### src/rtl/vga_fwd_decode.sv
module vga_fwd_decode #(
  parameter int NPORTS = 4,
  parameter int ADDR_W = 32
) (
  input  logic              clk,
  input  logic              rst_n,
  input  logic              req_valid,
  input  logic              req_is_mem,
  input  logic [ADDR_W-1:0] req_addr,
  input  logic [NPORTS-1:0] vga_en,
  input  logic [NPORTS-1:0] dec16,
  output logic [NPORTS-1:0] port_sel,
  output logic              hit,
  output logic              cfg_err
);

  localparam int CNT_W = $clog2(NPORTS + 1);

  logic [9:0]        lo10;
  logic              hi_zero;
  logic              io_win10;
  logic              mem_win;
  logic [NPORTS-1:0] owner;
  logic              use16;
  logic              match;
  logic              multi_en;

  assign lo10     = req_addr[9:0];
  assign hi_zero  = (req_addr[ADDR_W-1:10] == '0);
  assign io_win10 = (lo10 >= 10'h3B0 && lo10 <= 10'h3BB) ||
                    (lo10 >= 10'h3C0 && lo10 <= 10'h3DF);
  assign mem_win  = (req_addr >= ADDR_W'(32'hA0000)) && (req_addr <= ADDR_W'(32'hBFFFF));
  assign owner    = vga_en & (~vga_en + 1'b1);
  assign use16    = |(owner & dec16);
  assign multi_en = ($countones(vga_en) > 1);

  always_comb begin
    if (req_is_mem) match = mem_win;
    else if (use16) match = io_win10 && hi_zero;
    else            match = io_win10 && (req_addr[ADDR_W-1:16] == '0);
  end

  always_ff @(posedge clk) begin
    if (!rst_n) begin
      port_sel <= '0;
      hit      <= 1'b0;
      cfg_err  <= 1'b0;
    end else begin
      hit      <= req_valid && match && (owner != '0);
      port_sel <= (req_valid && match) ? owner : '0;
      if (multi_en) cfg_err <= 1'b1;
    end
  end

  logic [CNT_W-1:0] sel_cnt;
  assign sel_cnt = CNT_W'($countones(port_sel));

  assert_sel_onehot_R7: assert property (@(posedge clk) disable iff (!rst_n)
    $onehot0(port_sel) && (hit == (sel_cnt == CNT_W'(1))));

  assert_idle_nohit_R6: assert property (@(posedge clk) disable iff (!rst_n)
    !req_valid |=> (!hit && port_sel == '0));

  assert_err_sticky_R9: assert property (@(posedge clk) disable iff (!rst_n)
    cfg_err |=> cfg_err);

  assert_err_raise_R9: assert property (@(posedge clk) disable iff (!rst_n)
    ($countones(vga_en) > 1) |=> cfg_err);

  assert_no_owner_R5: assert property (@(posedge clk) disable iff (!rst_n)
    (vga_en == '0) |=> !hit);

endmodule

### config.mk
export PLATFORM = sky130hd
export DESIGN_NAME = vga_fwd_decode
export DESIGN_NICKNAME = d
export VERILOG_FILES = /design/src/rtl/vga_fwd_decode.sv
export SDC_FILE = /design/constraint.sdc
export NUM_CORES = 1
export LEC_CHECK = 0
export ABC_CLOCK_PERIOD_IN_PS = 1550
export BUFFER_PORTS_ARGS = -buffer_cell sky130_fd_sc_hd__buf_2
export CORE_MARGIN = 3
export CORE_UTILIZATION = 30
export DETAILED_ROUTE_END_ITERATION = 8
export PLACE_DENSITY = 0.77
export SLEW_MARGIN = 30
export SYNTH_ARGS = -nofsm -noshare
export SYNTH_HDL_FRONTEND = slang
export SYNTH_SLANG_ARGS = --single-unit
export TNS_END_PERCENT = 100
### constraint.sdc
create_clock -name clk -period 1.55 [get_ports clk]
set_input_delay 0.2325 -clock clk [delete_from_list [all_inputs] [get_ports clk]]
set_output_delay 0.2325 -clock clk [all_outputs]
set_load 0.005 [all_outputs]
==> reports/qor.csv, run 1 <==
stage,metric,value,unit
power,post-layout-total-power,407,uW
global_route,grt_pass1_wl,1.96,mm
route,vias_per_cell,4.90,
cells_and_area,filler_cell_count,109,
yosys,yosys_most_used_dff,dfxtp_1,
floorplan,die_w,42.5,um
route,detail_routed_net_length_per_standard_cell,11.3,um
placement,post-dp-hpwl,1.11,mm
yosys,post_synthesis_area_per_instance,9.50,sq um
power,power_density,578,nW/um^2
clock_network,cts_inserted_buffers,3,
global_route,antenna_found_initial,0,
setup_path,arrival,1.59,ns
cells_and_area,flow.area_growth_from_synthesis,76.5,%
sta,worst_clk_skew,0,ns
yosys,syn_nets,90,
clock_network,cts_tree,built,
clock_network,cts-resized-gates,0,
route,starting_drc_count_in_detailed_routing,3,
floorplan,initial_util,0.341,
floorplan,placement_rows,12,
setup_path,crit_required,1.73,ns
yosys,netlist.area_leader.share,0.301,
yosys,seq_area_frac_synth,0.301,
yosys,netlist_top_cells_count,"6 x dfxtp_1, 4 x and3_1, 4 x nor4_1",
cells_and_area,fraction_of_layout_instances_using_a_drive_strength_above_1,0.573,
global_route,grt_max_degree,6,
clock_network,largest_buffer_count_on_any_clock_path,2,
yosys,synth.area.top_cells,"dfxtp_1 30%, ha_1 9.4%, a221oi_4 6.6%, and3_1 6.3%, nor4_1 6.3%",
yosys,muxShareOfSynthArea,0,
setup_path,critical_path.endpoint_type,flop,
cells_and_area,antennaDiodeCount,0,
floorplan,chipHeight,42.5,um
yosys,cell_area_after_synthesis,399,sq um
yosys,synth-warning-count,0,
floorplan,die_area,1800,sq um
yosys,netlist_instances,42,
cells_and_area,final_design_area_no_fill,704,sq um
route,detailedRoute.firstPassIterationCount,4,
yosys,netlist-cell-type-count,22,
clock_network,post_cts_hold_buffer_count,0,
clock_network,clock_latency,0.24,ns
placement,placedInstanceArea,682,sq um
yosys,number_of_synthesized_register_bits,6,
cells_and_area,fin_nets,146,
yosys,synth-xor-area-share,0,
route,via_count,539,
sta,worst_slew_margin_rel,0.671,
floorplan,io_pins,50,
yosys,most_numerous_cell_in_the_yosys_netlist,dfxtp_1,
global_route,grt_overflow,0,
sta,finalHoldViolCount,0,
setup_path,timing.setup.critical_path_class,input pin to flop,
sta,setup_violations,0,
run_status,outcome,"complete, no violations",
global_route,first_global_vias,488,
clock_network,post-cts-setup-buffers,0,
power,ir_worst_vdd,319,uV
placement,placed_cells_incl_taps,107,
worst_hold_path,hp-class,input pin to flop,
power,cellLeakagePower,0.000411,uW
cells_and_area,register_area,120,sq um
placement,port_buffers,47,
yosys,synth_edf_count,0,
yosys,synth-simple-area-share,0.313,
cells_and_area,multiInputGateArea,268,sq um
clock_network,htree_levels,1,
clock_network,clockRootBuffer,clkbuf_4,
route,route.final.wire_length,1.24,mm
run,timing.max_cap.violations,0,
sta,shortest_clock_period_the_worst_path_allows_after_layout,1.41,ns
yosys,async_flop_share,0,
sta,timing_max_transition_violations_final,0,
global_route,grt_use_total,0.137,
cells_and_area,post-route-util,0.601,
setup_path,start_kind,input pin,
clock_network,cts_sinks,6,
yosys,synth_top_family_by_area,simple AND/OR/NAND/NOR gates,
yosys,synth_adder_area_share,0.144,
clock_network,clkTransAtPathRegs,0.05,ns
route,antenna_left,0,
yosys,synth_area_in_compound_gates,0.213,
route,post-route-drc-count,0,
placement,place.gp.congestion,0.681,
cells_and_area,finalNonFillerCells,110,
sta,fmax,710,MHz
yosys,synth_top_cell_by_area,dfxtp_1,
sta,transition_time_at_the_pin_with_the_least_slew_margin,0.486,ns
sta,rsz0062_at_grt,false,
sta,finalCritPeriodShare,0.909,
floorplan,fp.coreArea,1170,sq um
setup_path,crit_path_max_fanout,5,
## cell type report
cell class	count	share of cell area
clock buffers	3	0.0320
inverters	3	0.0160
multi-input cells	33	0.380
flip-flops and latches	6	0.171
well taps	14	0.0249
repair buffers	51	0.377
## logic make-up after synthesis
kind of cell	after synthesis
AOI/OAI and AO/OA	9
adders and majority gates	4
and+or+nand+nor	20
DFF	6
buffers and inverters	3
## metal layers
metal	vias to the layer above	global-route usage	share of wire
met2	35	0.243	0.49
met5	-	0	0
met1	233	0.149	0.36
met4	0	0.0186	0
li1	271	-	-
met3	0	0.0644	0.15
## path summary, 6_finish.rpt
| path | start | end | depth (start not counted) | slack (ns) |
|---|---|---|---|---|
| worst max-delay path | vga_en[0] | port_sel[3]$_SDFF_PN0_ | 7 | 0.14 |
| worst min-delay path | rst_n | cfg_err$_SDFFE_PN0N_ | 2 | 0.22 |
| worst max register to register | cfg_err$_SDFFE_PN0N_ | cfg_err$_SDFFE_PN0N_ | 2 | 0.89 |
| worst min register to register | cfg_err$_SDFFE_PN0N_ | cfg_err$_SDFFE_PN0N_ | 2 | 0.50 |
## stage by stage
step	TNS (ns)	hold slack [ns]	setup slack [ns]
2_1_floorplan	0	0.361	0.114
6_report	0	0.217	0.141
3_3_place_gp	-0.302	0.459	-0.0634
5_1_grt	0	0.262	0.0506
4_1_cts	0	0.222	0.144
3_5_place_dp	-0.446	0.479	-0.102
## cells in the final DEF, fill, tap and decap left out, drive strengths merged, types with 2 or more instances in the layout
master | netlist | routed
clkbuf | 0 | 3
a21oi | 3 | 3
nand2 | 3 | 3
and3 | 4 | 4
inv | 3 | 3
buf | 0 | 51
ha | 3 | 3
dfxtp | 6 | 6
nor4 | 4 | 4
nor2 | 2 | 2
## where the power goes
group | internal, uW | switching [uW]
Sequential | 157 | 1.09
Combinational | 60.9 | 42.1
Clock | 87.8 | 58.4
Total | 306 | 102
## sequential cells by signal, summed over array words and instances, names as in the netlist
register  cells
port_sel      4
cfg_err       1
hit           1
## critical path: stages
cell	delay, ns
buf_2	0.09
inv_1	0.07
ha_1	0.21
a22o_1	0.20
a211o_1	0.30
a221oi_4	0.29
and3_1	0.20
No activity file was read; power rests on OpenSTA's default activity.
==> run 2, diff against run 1 <==
- ABC_AREA: not set -> 1
- CORE_UTILIZATION: 30 -> 34
- PLACE_DENSITY: 0.77 -> 0.78
==> reports/qor.csv, run 2 <==
stage,metric,value,unit
global_route,grt_max_degree,6,
yosys,netlist-cell-type-count,14,
setup_path,timing.setup.critical_path_class,input pin to flop,
setup_path,cp_common_cell,nand2_1,
route,starting_drc_count_in_detailed_routing,10,
yosys,synth_edf_count,0,
power,clockPowerShare,0.336,
sta,rsz0062_at_grt,false,
setup_path,arrival,1.29,ns
yosys,seq_area_frac_synth,0.240,
cells_and_area,layout_commonest_cell,buf_2,
yosys,cell_area_after_synthesis,500,sq um
route,detailedRoute.firstPassIterationCount,4,
yosys,yosys_most_used_dff,dfxtp_1,
yosys,post_synthesis_area_per_instance,5.75,sq um
cells_and_area,filler_cell_count,142,
setup_path,crit_path_max_incr_delay,0.21,ns
floorplan,fp.coreArea,1330,sq um
cells_and_area,largest_register_ff_count,4,
yosys,synth_top_cell_by_area,dfxtp_1,
route,via_count,663,
cells_and_area,flow.area_growth_from_synthesis,56.7,%
run_status,outcome,"complete, no violations",
yosys,muxShareOfSynthArea,0,
yosys,syn_nets,135,
clock_network,htree_levels,1,
route,route.final.wire_length,1.23,mm
clock_network,largest_buffer_count_on_any_clock_path,2,
power,power_density,531,nW/um^2
setup_path,start_kind,input pin,
worst_hold_path,hp-class,input pin to flop,
sta,worst_slew_margin_rel,0.860,
setup_path,crit_family,simple AND/OR/NAND/NOR gates,
setup_path,worstPathBufferInverterCount,3,
cells_and_area,most-common-layout-cells,"47 x buf_2, 28 x nor2_1, 26 x nand2_1",
placement,preCtsSetupSlack,0.140,ns
yosys,synth-xor-area-share,0,
run,timing.max_cap.violations,0,
placement,port_buffers,47,
clock_network,clockRootBuffer,clkbuf_4,
yosys,most_numerous_cell_in_the_yosys_netlist,nor2_1,
sta,finalHoldViolCount,0,
cells_and_area,post-route-util,0.588,
setup_path,crit_required,1.69,ns
setup_path,critical_path.endpoint_type,flop,
global_route,grt_pass1_wl,2.04,mm
sta,finalCritPeriodShare,0.741,
cells_and_area,regMostFlops,port_sel,
setup_path,crit_path_max_fanout,5,
power,power_switching_share,0.260,
clock_network,post-cts-setup-buffers,0,
yosys,netlist.area_leader.share,0.240,
sta,timing_max_transition_violations_final,0,
route,post-route-drc-count,0,
yosys,synth_top_family_by_area,simple AND/OR/NAND/NOR gates,
floorplan,die_w,44.4,um
yosys,netlist_instances,87,
cells_and_area,reg_top3,"port_sel x4, cfg_err x1, hit x1",
yosys,synth_adder_area_share,0.115,
sta,transition_time_at_the_pin_with_the_least_slew_margin,0.209,ns
global_route,antenna_found_initial,0,
clock_network,cts_sinks,6,
power,ir_worst_vdd,215,uV
clock_network,clock_latency,0.24,ns
sta,setup_violations,0,
global_route,grt_overflow,0,
clock_network,cts-resized-gates,0,
global_route,grt_use_total,0.140,
power,cellLeakagePower,0.000445,uW
placement,post-dp-hpwl,1.14,mm
power,net-switching-power,108,uW
yosys,synth_area_in_compound_gates,0.0325,
cells_and_area,fraction_of_layout_instances_using_a_drive_strength_above_1,0.391,
yosys,async_flop_share,0,
cells_and_area,fin_nets,188,
setup_path,worstReg2RegStart,cfg_err$_SDFFE_PN0N_,
setup_path,crit_chain,"buf_2, inv_1, ha_1, nand2_1, nand2_1, nor2_1, nand2_1, inv_1, nand2_1, nand3_1, nand2_1, nand2_2, nor2_1",
setup_path,critical_path.slowest_cell,ha_1,
power,power.share.sequential,0.385,
placement,place.gp.congestion,0.818,
yosys,number_of_synthesized_register_bits,6,
floorplan,io_pins,50,
sta,worst_clk_skew,0,ns
setup_path,crit_path_start,vga_en[0],
sta,fmax,871,MHz
route,detail_routed_net_length_per_standard_cell,8.03,um
floorplan,die_area,1970,sq um
clock_network,cts_inserted_buffers,3,
yosys,synth-warning-count,0,
floorplan,initial_util,0.375,
sta,shortest_clock_period_the_worst_path_allows_after_layout,1.15,ns
global_route,first_global_vias,574,
cells_and_area,antennaDiodeCount,0,
sta,setup_tns,0,ns
power,power.combinational.fraction,0.278,
clock_network,cts_tree,built,
worst_hold_path,hold_wc_startpoint,rst_n,
floorplan,placement_rows,13,
power,internal_power_of_the_cells,308,uW
sta,post-route-worst-setup-slack,0.402,ns
clock_network,post_cts_hold_buffer_count,0,
clock_network,clkTransAtPathRegs,0.04,ns
route,antenna_left,0,
route,vias_per_cell,4.33,
yosys,netlist_top_cells_count,"28 x nor2_1, 26 x nand2_1, 8 x inv_1",
yosys,synth-simple-area-share,0.552,
yosys,synth.area.top_cells,"dfxtp_1 24%, nor2_1 21%, nand2_1 19%, ha_1 7.5%, nand3_1 6.0%",
floorplan,chipHeight,44.4,um
## run 2: path summary, 6_finish.rpt
kind / cells after the start / endpoint / slack (ns)
worst max-delay path: 13 / port_sel[1]$_SDFF_PN0_ / 0.40
worst min-delay path: 2 / cfg_err$_SDFFE_PN0N_ / 0.25
worst max register to register: 2 / cfg_err$_SDFFE_PN0N_ / 0.97
worst min register to register: 2 / cfg_err$_SDFFE_PN0N_ / 0.51
## run 2: area by class of cell
| cell class | count | area [sq um] | share of cell area |
|---|---|---|---|
| clock buffer | 3 | 22.5 | 0.0287 |
| inverter | 8 | 30.0 | 0.0383 |
| tap | 15 | 18.8 | 0.0239 |
| timing repair buffer | 48 | 243 | 0.309 |
| sequential | 6 | 120 | 0.153 |
| multi-input combinational | 73 | 350 | 0.447 |
## run 2: routing by layer
metal	share of wire	vias to the layer above	GRT usage	wire [um]
met2	0.46	35	0.244	560
met4	0.026	0	0.108	32
li1	-	370	-	-
met1	0.41	255	0.154	502
met3	0.11	3	0.0122	134
met5	0	-	0	0
## run 2: stage by stage
| stage | total power (uW) | hold slack [ns] | instances | cell area (sq um) |
|---|---|---|---|---|
| after detailed placement | 280 | 0.511 | 150 | 762 |
| after global routing | 447 | 0.261 | 153 | 785 |
| after global placement | 277 | 0.496 | 150 | 762 |
| after floorplan | 209 | 0.386 | 87 | 500 |
| after CTS | 424 | 0.251 | 153 | 785 |
| final | 416 | 0.251 | 153 | 785 |
## run 2: power by group through the flow
stage	Combinational, uW	Clock, uW	Sequential (uW)
floorplan	44.8	0	164
global placement	114	0	163
detailed placement	117	0	163
CTS	118	146	161
global route	136	151	161
finish	116	140	160
## run 2: logic make-up after synthesis
logic type | count (synthesis)
AO/OA/AOI/OAI | 2
flip-flops | 6
AND/OR/NAND/NOR | 67
adder cells (fa/ha/maj) | 4
buffers and inverters | 8
==> run 3, diff against run 2 <==
- ABC_CLOCK_PERIOD_IN_PS: 1550 -> 1200
- clock period: 1.55 -> 1.2 ns (I/O delays scaled with it)
==> reports/qor.csv, run 3 (synthesized netlist as in run 2, its figures left out) <==
stage,metric,value,unit
run_status,outcome,"complete, no violations",
placement,preCtsSetupSlack,-0.170,ns
sta,worst_slew_margin_rel,0.857,
sta,setup_violations,0,
route,route.final.wire_length,1.24,mm
setup_path,cp_common_cell,nand2_1,
global_route,antenna_found_initial,0,
sta,shortest_clock_period_the_worst_path_allows_after_layout,1.04,ns
floorplan,die_w,44.4,um
worst_hold_path,hp-class,input pin to flop,
power,internal_power_of_the_cells,406,uW
floorplan,fp.coreArea,1330,sq um
route,starting_drc_count_in_detailed_routing,8,
setup_path,crit_chain,"buf_4, inv_2, ha_2, nand2_1, nand2_1, nor2_1, nand2_1, inv_1, nand2_1, nand3_1, nand2_1, nand2_2, nor2_1",
cells_and_area,finalNonFillerCells,157,
cells_and_area,largest_register_ff_count,4,
placement,place.gp.congestion,0.832,
clock_network,htree_levels,1,
placement,placed_cells_incl_taps,154,
clock_network,clock_latency,0.23,ns
cells_and_area,fraction_of_layout_instances_using_a_drive_strength_above_1,0.423,
setup_path,crit_family,simple AND/OR/NAND/NOR gates,
clock_network,clkTransAtPathRegs,0.04,ns
sta,timing_max_transition_violations_final,0,
route,detailedRoute.firstPassIterationCount,2,
floorplan,io_pins,50,
power,ir_worst_vdd,302,uV
global_route,grt_use_total,0.133,
setup_path,start_kind,input pin,
cells_and_area,fin_nets,192,
global_route,grt_max_degree,6,
global_route,grt_pass1_wl,2.05,mm
sta,fmax,964,MHz
floorplan,die_area,1970,sq um
setup_path,crit_required,1.33,ns
setup_path,worstPathBufferInverterCount,3,
setup_path,critical_path.endpoint_type,flop,
power,power_density,660,nW/um^2
global_route,first_global_vias,582,
placement,post-dp-hpwl,1.19,mm
power,clockPowerShare,0.318,
cells_and_area,reg_top3,"port_sel x4, cfg_err x1, hit x1",
setup_path,crit_path_max_incr_delay,0.18,ns
run,timing.max_cap.violations,0,
clock_network,post_cts_hold_buffer_count,0,
setup_path,critical_path.slowest_cell,ha_2,
route,detail_routed_net_length_per_standard_cell,7.91,um
sta,transition_time_at_the_pin_with_the_least_slew_margin,0.213,ns
placement,port_buffers,47,
cells_and_area,regMostFlops,port_sel,
setup_path,crit_path_max_fanout,5,
clock_network,cts_sinks,6,
sta,finalHoldViolCount,0,
sta,worst_clk_skew,0,ns
clock_network,cts_tree,built,
route,antenna_left,0,
cells_and_area,most-common-layout-cells,"46 x buf_2, 28 x nor2_1, 26 x nand2_1",
floorplan,chipHeight,44.4,um
power,power.share.sequential,0.384,
sta,rsz0062_at_grt,false,
sta,post-route-worst-setup-slack,0.163,ns
floorplan,placement_rows,13,
floorplan,initial_util,0.375,
setup_path,arrival,1.16,ns
power,net-switching-power,135,uW
global_route,grt_overflow,0,
setup_path,timing.setup.critical_path_class,input pin to flop,
clock_network,clockRootBuffer,clkbuf_4,
route,via_count,675,
power,power.combinational.fraction,0.298,
power,cellLeakagePower,0.000462,uW
route,vias_per_cell,4.30,
clock_network,largest_buffer_count_on_any_clock_path,2,
cells_and_area,layout_commonest_cell,buf_2,
route,post-route-drc-count,0,
clock_network,cts_inserted_buffers,3,
sta,finalCritPeriodShare,0.864,
cells_and_area,antennaDiodeCount,0,
cells_and_area,flow.area_growth_from_synthesis,63.7,%
power,power_switching_share,0.249,
[run 3: final timing paths]
kind	start	end	slack, ns	cells past startpoint
setup / recovery	vga_en[0]	port_sel[1]$_SDFF_PN0_	0.16	13
hold / removal	rst_n	cfg_err$_SDFFE_PN0N_	0.21	2
setup reg to reg	cfg_err$_SDFFE_PN0N_	cfg_err$_SDFFE_PN0N_	0.60	2
hold reg to reg	cfg_err$_SDFFE_PN0N_	cfg_err$_SDFFE_PN0N_	0.53	2
[run 3: worst reg2reg max path, cell delays in order (launching register included)]
cell	delay [ns]
dfxtp_1	0.31
nor2_1	0.09
a21boi_0	0.08
[run 3: power by group through the flow]
stage | Sequential, uW | Clock (uW) | Combinational [uW]
6_report | 208 | 172 | 161
3_5_place_dp | 211 | 0 | 161
5_1_grt | 208 | 184 | 186
4_1_cts | 208 | 177 | 161
3_3_place_gp | 210 | 0 | 156
2_1_floorplan | 212 | 0 | 57.9
[run 3: metal layers]
layer / track usage / vias to the layer above / share of wire
met5: 0 / - / 0
met4: 0.0361 / 0 / 0
met3: 0.0163 / 0 / 0.11
met2: 0.265 / 32 / 0.49
met1: 0.142 / 262 / 0.40
li1: - / 381 / -
[run 3: metrics by stage]
stage | instance area (sq um) | setup TNS [ns] | util | total power (uW) | hold slack (ns)
after floorplan | 500 | 0 | - | 269 | 0.334
after global placement | 792 | -0.752 | 0.594 | 366 | 0.447
after detailed placement | 792 | -0.864 | 0.594 | 372 | 0.460
after CTS | 815 | 0 | 0.611 | 546 | 0.214
after global routing | 820 | 0 | 0.614 | 578 | 0.223
final | 820 | 0 | 0.614 | 541 | 0.214
[run 3: layout make-up]
class                   instances  area [sq um]
multi-input cells              73           353
well taps                      15          18.8
fillers                       123           514
inverters                       8          30.0
clock buffers                   3          22.5
flip-flops and latches          6           120
repair buffers                 52           275
[run 3: repair_timing]
| action | CTS | global route |
|---|---|---|
| setup buffers | 0 | 0 |
| endpoints found under the setup margin | 0 | 5 |
| resized for setup | 0 | 3 |
